--- src/rtl/edit_pkg.sv ---
package edit_pkg;
  localparam int SYM_W = 2;
  localparam int COST_GAP = 1;
  localparam int COST_SUB = 2;
  typedef logic [SYM_W-1:0] sym_t;
endpackage

--- src/rtl/edit_feeder.sv ---
module edit_feeder
  import edit_pkg::*;
#(
  parameter int DIST_W = 5
) (
  input  logic              clk,
  input  logic              rst,
  input  logic              start,
  input  logic              tgt_valid,
  input  sym_t              tgt_sym,
  input  logic              tgt_last,
  output logic              f_valid,
  output sym_t              f_sym,
  output logic              f_last,
  output logic [DIST_W-1:0] f_dist
);
  // column index of the next target symbol minus one
  logic [DIST_W-1:0] col_q;

  always_ff @(posedge clk) begin
    if (rst || start) begin
      col_q <= '0;
    end else if (tgt_valid) begin
      col_q <= col_q + DIST_W'(COST_GAP);
    end
  end

  // a symbol arriving with start is discarded
  assign f_valid = tgt_valid && !start;
  assign f_sym   = tgt_sym;
  assign f_last  = tgt_last;
  assign f_dist  = col_q + DIST_W'(COST_GAP);
endmodule

--- src/rtl/edit_cell.sv ---
module edit_cell
  import edit_pkg::*;
#(
  parameter int DIST_W = 5,
  parameter int ROW    = 1
) (
  input  logic              clk,
  input  logic              rst,
  input  logic              start,
  input  logic              ld_we,
  input  sym_t              ld_sym,
  input  logic              in_valid,
  input  sym_t              in_sym,
  input  logic              in_last,
  input  logic [DIST_W-1:0] in_dist,
  output logic              out_valid,
  output sym_t              out_sym,
  output logic              out_last,
  output logic [DIST_W-1:0] out_dist
);
  localparam logic [DIST_W-1:0] ROW_INIT  = DIST_W'(ROW);
  localparam logic [DIST_W-1:0] DIAG_INIT = DIST_W'(ROW - 1);

  sym_t              src_q;
  logic [DIST_W-1:0] own_q;   // D(i, j-1)
  logic [DIST_W-1:0] diag_q;  // D(i-1, j-1)
  logic [DIST_W-1:0] cand_up, cand_left, cand_diag, best;

  always_ff @(posedge clk) begin
    if (rst) begin
      src_q <= '0;
    end else if (ld_we) begin
      src_q <= ld_sym;
    end
  end

  always_comb begin
    cand_up   = in_dist + DIST_W'(COST_GAP);
    cand_left = own_q + DIST_W'(COST_GAP);
    cand_diag = diag_q + ((in_sym == src_q) ? '0 : DIST_W'(COST_SUB));
    best      = (cand_up < cand_left) ? cand_up : cand_left;
    if (cand_diag < best) begin
      best = cand_diag;
    end
  end

  always_ff @(posedge clk) begin
    if (rst || start) begin
      own_q     <= ROW_INIT;
      diag_q    <= DIAG_INIT;
      out_valid <= 1'b0;
      out_last  <= 1'b0;
      if (rst) begin
        out_dist <= '0;
        out_sym  <= '0;
      end
    end else if (in_valid) begin
      own_q     <= best;
      diag_q    <= in_dist;
      out_valid <= 1'b1;
      out_last  <= in_last;
      out_sym   <= in_sym;
      out_dist  <= best;
    end else begin
      out_valid <= 1'b0;
      out_last  <= 1'b0;
    end
  end
endmodule

--- src/rtl/edit_dist_array.sv ---
module edit_dist_array
  import edit_pkg::*;
#(
  parameter  int N_CELLS = 8,
  parameter  int MAX_TGT = 16,
  localparam int IDX_W   = $clog2(N_CELLS),
  localparam int DIST_W  = $clog2(N_CELLS + MAX_TGT + 1)
) (
  input  logic              clk,
  input  logic              rst,
  input  logic              load_en,
  input  logic [IDX_W-1:0]  load_idx,
  input  logic [1:0]        load_sym,
  input  logic              start,
  input  logic              tgt_valid,
  input  logic [1:0]        tgt_sym,
  input  logic              tgt_last,
  output logic              dist_valid,
  output logic [DIST_W-1:0] dist_out
);
  logic              ch_valid [0:N_CELLS];
  sym_t              ch_sym   [0:N_CELLS];
  logic              ch_last  [0:N_CELLS];
  logic [DIST_W-1:0] ch_dist  [0:N_CELLS];
  logic              unused_tail;

  edit_feeder #(.DIST_W(DIST_W)) u_feed (
    .clk(clk), .rst(rst), .start(start),
    .tgt_valid(tgt_valid), .tgt_sym(tgt_sym), .tgt_last(tgt_last),
    .f_valid(ch_valid[0]), .f_sym(ch_sym[0]), .f_last(ch_last[0]),
    .f_dist(ch_dist[0])
  );

  for (genvar g = 0; g < N_CELLS; g++) begin : g_cell
    edit_cell #(.DIST_W(DIST_W), .ROW(g + 1)) u_cell (
      .clk(clk), .rst(rst), .start(start),
      .ld_we(load_en && (load_idx == IDX_W'(g))), .ld_sym(load_sym),
      .in_valid(ch_valid[g]), .in_sym(ch_sym[g]), .in_last(ch_last[g]),
      .in_dist(ch_dist[g]),
      .out_valid(ch_valid[g+1]), .out_sym(ch_sym[g+1]),
      .out_last(ch_last[g+1]), .out_dist(ch_dist[g+1])
    );
  end

  assign unused_tail = ^ch_sym[N_CELLS];
  assign dist_valid  = ch_valid[N_CELLS] && ch_last[N_CELLS];
  assign dist_out    = ch_dist[N_CELLS];
endmodule

--- config.mk ---
export PLATFORM = sky130hd
export DESIGN_NAME = edit_dist_array
export DESIGN_NICKNAME = d
export VERILOG_FILES = /design/src/rtl/edit_pkg.sv /design/src/rtl/edit_feeder.sv /design/src/rtl/edit_cell.sv /design/src/rtl/edit_dist_array.sv
export SDC_FILE = /design/constraint.sdc
export NUM_CORES = 1
export LEC_CHECK = 0
export BUFFER_PORTS_ARGS = -buffer_cell sky130_fd_sc_hd__buf_2
export CORE_MARGIN = 4
export CORE_UTILIZATION = 64
export CTS_CLUSTER_DIAMETER = 60
export DETAILED_ROUTE_END_ITERATION = 10
export PLACE_DENSITY_LB_ADDON = 0.1
export SLEW_MARGIN = 20
export SYNTH_ARGS = -nofsm -noshare
export SYNTH_HDL_FRONTEND = slang
export SYNTH_SLANG_ARGS = --single-unit
export TNS_END_PERCENT = 1
--- constraint.sdc ---
create_clock -name clk -period 4.97 [get_ports clk]
set_input_delay 0.2485 -clock clk [delete_from_list [all_inputs] [get_ports clk]]
set_output_delay 0.2485 -clock clk [all_outputs]
set_load 0.05 [all_outputs]
==> results.sh, run 1 <==
export IMPL_status="complete, no violations"
export IMPL_die_w_um=133
export IMPL_dp_final_hpwl_um=14700
export IMPL_chipHeight_um=133
export IMPL_clkSlewWorstSetupHoldPaths_ps=60
export IMPL_worst_slew_pin_transition_ps=849
export IMPL_core_area_mm2=0.0153
export IMPL_wl_um=20200
export IMPL_antenna_found_initial=0
export IMPL_fin_crit_ps=4440
export IMPL_synth_edff_count=54
export IMPL_routed_via_count=7485
export IMPL_grt_first_pass_wirelength_um=34200
export IMPL_final_util=0.712
export IMPL_clockRootBuffer="clkbuf_16"
export IMPL_area_delta_synth_final_pct=8.34
export IMPL_synthArstFlopShare=0
export IMPL_wire_per_inst_um=15.8
export IMPL_grt_max_degree=44
export IMPL_numCtsBuffers=17
export IMPL_crit_type="reg2reg"
export IMPL_dieArea_mm2=0.0178
export IMPL_ys_seq_area_frac=0.394
export IMPL_syn_inst=1052
export IMPL_synth_cell_types=61
export IMPL_rsz0062_at_grt="false"
export IMPL_leakage_uw=0.00451
export IMPL_cts_tree="yes"
export IMPL_io_buffers=18
export IMPL_gp_congestion=0.908
export IMPL_route_detailed_drc=0
export IMPL_grt_ovfl_total=0
export IMPL_synthTopCellsByArea="dfxtp_1 (23%), edfxtp_1 (16%), ha_1 (12%)"
export IMPL_drive_above_1_share=0.0750
export IMPL_finalPower_uw=3760
export IMPL_ctsHoldBuffers=0
export IMPL_rows=45
export IMPL_post_cts_buffers=0
export IMPL_timing_final_crit_share=0.894
export IMPL_cts_sinks=171
export IMPL_io_pins=19
export IMPL_maxCapViolCount=0
export IMPL_synth_fp_nets=1162
export IMPL_finalHoldViolations=0
export IMPL_synthFlopType="dfxtp_1"
export IMPL_synth_top_area_frac=0.233
export IMPL_arrival_ps=4590
export IMPL_p_per_area_mw_per_mm2=345
export IMPL_skew_ps=10.3
export IMPL_max_clock_path_buffers=2
export IMPL_postSynthAreaPerCell_um2=9.57
export IMPL_nets=1164
export IMPL_crit_fanout=5
export IMPL_initial_core_util=0.658
export IMPL_vdd_ir_drop_max_v=0.000243
export IMPL_synth_area_mm2=0.0101
export IMPL_slew_headroom=0.434
export IMPL_hp_class="in2reg"
export IMPL_track_usage=0.235
export IMPL_antennaDiodeCount=0
export IMPL_netlist_top_cell_by_area="dfxtp_1"
export IMPL_ant_nets=0
export IMPL_grt_pass1_vias=7150
export IMPL_synth_warnings=0
export IMPL_post_route_cell_area_mm2=0.0109
export IMPL_first_pass_iters=6
export IMPL_end_kind="register"
export IMPL_drv_slew=0
export IMPL_setup_viol=0
export IMPL_fmax_mhz=225
export IMPL_drt_first_iter_violations=497
export IMPL_crit_path_start_kind="register"
export IMPL_synth_seq_cells=171
export IMPL_insertion_delay_ps=430
export IMPL_placed_area_mm2=0.0103
export IMPL_vias_per_cell=5.86
export IMPL_h_tree_depth=4
export IMPL_fillCellCount=1212
export IMPL_fin_tns_setup_ps=0
export IMPL_required_ps=5110
==> stage by stage <==
| stage | std cells | setup slack (ps) | hold slack (ps) |
|---|---|---|---|
| floorplan | 1052 | 1010 | 401 |
| global placement | 1246 | 671 | 441 |
| detailed placement | 1246 | 444 | 446 |
| CTS | 1278 | 423 | 116 |
| global route | 1278 | 120 | 108 |
| finish | 1278 | 526 | 125 |
==> layout make-up <==
cell class / count / area, um2 / share of cell area
Timing Repair Buffer: 22 / 120 / 0.0110
Multi-Input combinational cell: 773 / 5690 / 0.522
Inverter: 69 / 259 / 0.0237
Clock buffer: 20 / 437 / 0.0400
Sequential cell: 171 / 3960 / 0.363
Tap cell: 211 / 264 / 0.0242
Clock inverter: 12 / 173 / 0.0158
==> critical path, cell delays in order, from the launching register on <==
cell,delay [ps]
edfxtp_1,470
ha_1,280
xnor2_1,200
inv_1,80
ha_1,310
a211oi_1,390
o221ai_1,350
mux2i_1,340
inv_1,80
ha_1,290
a211o_1,310
a211oi_1,350
o211a_1,240
nor2_1,90
o21ai_0,300
nor2_1,80
==> power by group <==
| group | switching, uW | leakage, uW | internal (uW) | total [uW] |
|---|---|---|---|---|
| Clock | 543 | 0.000297 | 839 | 1380 |
| Combinational | 501 | 0.00271 | 336 | 837 |
| Sequential | 45.8 | 0.00150 | 1500 | 1540 |
| Total | 1090 | 0.00451 | 2670 | 3760 |
==> final timing paths <==
path / startpoint / end / slack, ps / depth (start not counted)
hold reg to reg: g_cell[1].u_cell.out_last / g_cell[2].u_cell.out_last / 460 / 1
setup / recovery: g_cell[4].u_cell.out_dist[0] / g_cell[5].u_cell.out_dist[3] / 530 / 15
hold / removal: tgt_sym[0] / g_cell[0].u_cell.out_sym[0] / 130 / 2
setup reg to reg: g_cell[4].u_cell.out_dist[0] / g_cell[5].u_cell.out_dist[3] / 530 / 15
==> cells in the final DEF (no fill, tap or decap), types with 40 or more instances in the layout <==
| master | count |
|---|---|
| nor2_1 | 87 |
| inv_1 | 69 |
| ha_1 | 97 |
| mux2i_1 | 74 |
| a21oi_1 | 51 |
| o21ai_0 | 53 |
| dfxtp_1 | 117 |
| xor2_1 | 48 |
| nand2_1 | 50 |
| edfxtp_1 | 54 |
| nand3_1 | 54 |
| xnor2_1 | 40 |
==> repair_timing <==
action                                  CTS  global route
resized for setup                         0             1
endpoints found under the setup margin    0             4
endpoints found under the hold margin     0             0
==> sequential cells by signal (all words and copies together), names as in the netlist <==
name                     flops
u_feed.col_q                 5
g_cell.u_cell.diag_q        40
g_cell.u_cell.src_q         16
g_cell.u_cell.out_dist      40
g_cell.u_cell.own_q         40
g_cell.u_cell.out_sym       14
g_cell.u_cell.out_valid      8
g_cell.u_cell.out_last       8
==> Yosys cell counts (6+ instances only) <==
| library cell | instances |
|---|---|
| a21oi_1 | 51 |
| nand3_1 | 54 |
| a31oi_1 | 6 |
| o21bai_1 | 6 |
| nor3_1 | 10 |
| a211o_1 | 9 |
| clkbuf_1 | 25 |
| a211oi_1 | 17 |
| edfxtp_1 | 54 |
| and2_1 | 18 |
| nand2b_1 | 11 |
| nor2_1 | 88 |
| o31ai_1 | 6 |
| nor2b_1 | 7 |
| o211ai_1 | 9 |
| nand2_1 | 50 |
| mux2_2 | 10 |
| and3_1 | 11 |
| o21ai_0 | 53 |
| xnor2_1 | 40 |
| o21a_1 | 12 |
| xor2_1 | 48 |
| mux2i_1 | 74 |
| buf_1 | 7 |
| o211a_1 | 6 |
| or2_2 | 9 |
| nand4_1 | 12 |
| inv_1 | 69 |
| ha_1 | 97 |
| dfxtp_1 | 117 |
==> per-layer routing <==
layer	wire length (um)	vias to the layer above	track usage
li1	-	3795	-
met1	9870	3511	0.335
met2	9220	148	0.365
met3	743	31	0.0419
met4	325	0	0.0783
met5	0	-	0
==> cells by family after synthesis <==
kind of cell,after synthesis,synth area share
and+or+nand+nor,288,0.139
AOI/OAI and AO/OA,215,0.141
DFF,171,0.394
buffers and inverters,108,0.0424
adders and majority gates,97,0.121
xor gates and xnor gates,88,0.0765
muxes,85,0.0862
(Power assumes the default switching activity.)
==> inputs of run 2 (changes only) <==
REMOVE_ABC_BUFFERS = 1   (was not set)
==> results.sh, run 2 (same netlist as run 1, synthesis figures left out) <==
export IMPL_status="complete, no violations"
export IMPL_largest_registers="g_cell.u_cell.diag_q (40), g_cell.u_cell.out_dist (40), g_cell.u_cell.own_q (40)"
export IMPL_ctsHoldBuffers=0
export IMPL_arrival_ps=4770
export IMPL_crit_fanout=9
export IMPL_chipHeight_um=133
export IMPL_fin_crit_ps=4600
export IMPL_rsz0062_at_grt="false"
export IMPL_end_kind="register"
export IMPL_drive_above_1_share=0.0769
export IMPL_h_tree_depth=4
export IMPL_fin_tns_setup_ps=0
export IMPL_setup_viol=0
export IMPL_first_pass_iters=5
export IMPL_grt_ovfl_total=0
export IMPL_grt_pass1_vias=7178
export IMPL_timing_final_crit_share=0.926
export IMPL_wire_per_inst_um=16.1
export IMPL_io_buffers=18
export IMPL_post_cts_buffers=0
export IMPL_clkSlewWorstSetupHoldPaths_ps=60
export IMPL_final_cell_mix="dfxtp_1 (117), ha_1 (97), nor2_1 (87)"
export IMPL_clockRootBuffer="clkbuf_16"
export IMPL_max_clock_path_buffers=2
export IMPL_p_per_area_mw_per_mm2=347
export IMPL_core_area_mm2=0.0153
export IMPL_crit_type="reg2reg"
export IMPL_finalHoldViolations=0
export IMPL_route_detailed_drc=0
export IMPL_worst_slew_pin_transition_ps=670
export IMPL_ant_nets=0
export IMPL_grt_first_pass_wirelength_um=34500
export IMPL_vdd_ir_drop_max_v=0.000296
export IMPL_track_usage=0.235
export IMPL_drv_slew=0
export IMPL_crit_path_start_kind="register"
export IMPL_initial_core_util=0.658
export IMPL_io_pins=19
export IMPL_antenna_found_initial=1
export IMPL_dieArea_mm2=0.0178
export IMPL_antennaDiodeCount=0
export IMPL_post_cts_resized=0
export IMPL_numCtsBuffers=17
export IMPL_cts_sinks=171
export IMPL_maxCapViolCount=0
export IMPL_area_delta_synth_final_pct=8.55
export IMPL_drt_first_iter_violations=379
export IMPL_rows=45
export IMPL_vias_per_cell=5.91
export IMPL_wl_um=20600
export IMPL_fmax_mhz=217
export IMPL_grt_max_degree=59
export IMPL_dp_final_hpwl_um=14900
export IMPL_cts_tree="yes"
export IMPL_routed_via_count=7552
export IMPL_hold_ws_ps=57.9
export IMPL_gp_congestion=0.869
export IMPL_slew_headroom=0.552
export IMPL_die_w_um=133
export IMPL_hp_class="in2reg"
export IMPL_skew_ps=5.04
export IMPL_nets=1163
export IMPL_insertion_delay_ps=430
export IMPL_final_common_cell="dfxtp_1"
export IMPL_required_ps=5140
export IMPL_leakage_uw=0.00452
==> run 2: changes by cell type in the layout (fill, tap and decap cells not counted), sizes merged <==
cell,previous run,this run
buf,22,21
clkbuf,20,18
clkinv,8,5
clkinvlp,0,2
inv,69,72
==> run 2: final timing paths <==
path,from,end,slack [ps],cells after the start
worst max-delay path,u_feed.col_q[0],g_cell[0].u_cell.out_dist[1],370,15
worst max register to register,u_feed.col_q[0],g_cell[0].u_cell.out_dist[1],370,15
worst min-delay path,tgt_last,g_cell[0].u_cell.out_last,60,2
worst min register to register,g_cell[2].u_cell.out_last,g_cell[3].u_cell.out_last,460,1
==> run 2: routing by layer <==
| layer | wire length, um | vias up | GRT usage |
|---|---|---|---|
| met5 | 7 | - | 0 |
| met4 | 381 | 2 | 0.0749 |
| met3 | 769 | 34 | 0.0502 |
| met2 | 9670 | 134 | 0.384 |
| met1 | 9780 | 3593 | 0.315 |
| li1 | - | 3789 | - |
==> run 2: worst max-delay path: stages (launching register included) <==
cell and delay [ps]:
dfxtp_1 510, ha_1 340, xnor2_1 160, o31ai_1 260, xor2_1 140, ha_1 320
nand4_1 130, o221ai_1 560, mux2i_1 310, ha_1 280, a211o_1 290, a21oi_1 220
nor2b_1 270, a31oi_2 230, mux2_2 300, nor2_1 40
==> run 2: where the power goes <==
group          total (uW)  switching [uW]  internal (uW)
combinational         832             497            335
sequential           1550            47.3           1500
clock                1420             561            857
total                3800            1110           2690
==> run 2: stage by stage <==
stage | power [uW] | std cells | area, um2 | setup WS (ps) | util
after floorplan | 2200 | 1013 | 9900 | 981 | -
after global placement | 2370 | 1245 | 10300 | 651 | 0.672
after detailed placement | 2390 | 1245 | 10300 | 577 | 0.672
after CTS | 3810 | 1277 | 10900 | 492 | 0.714
after global routing | 3980 | 1277 | 10900 | 35.7 | 0.714
final | 3800 | 1277 | 10900 | 366 | 0.714
==> run 2: cell type report <==
cell class | count | area [um2]
multi-input cells | 773 | 5690
fillers | 1186 | 4380
flip-flops and latches | 171 | 3960
clock buffers | 18 | 439
well taps | 211 | 264
inverters | 69 | 259
clock inverters | 14 | 193
repair buffers | 21 | 125
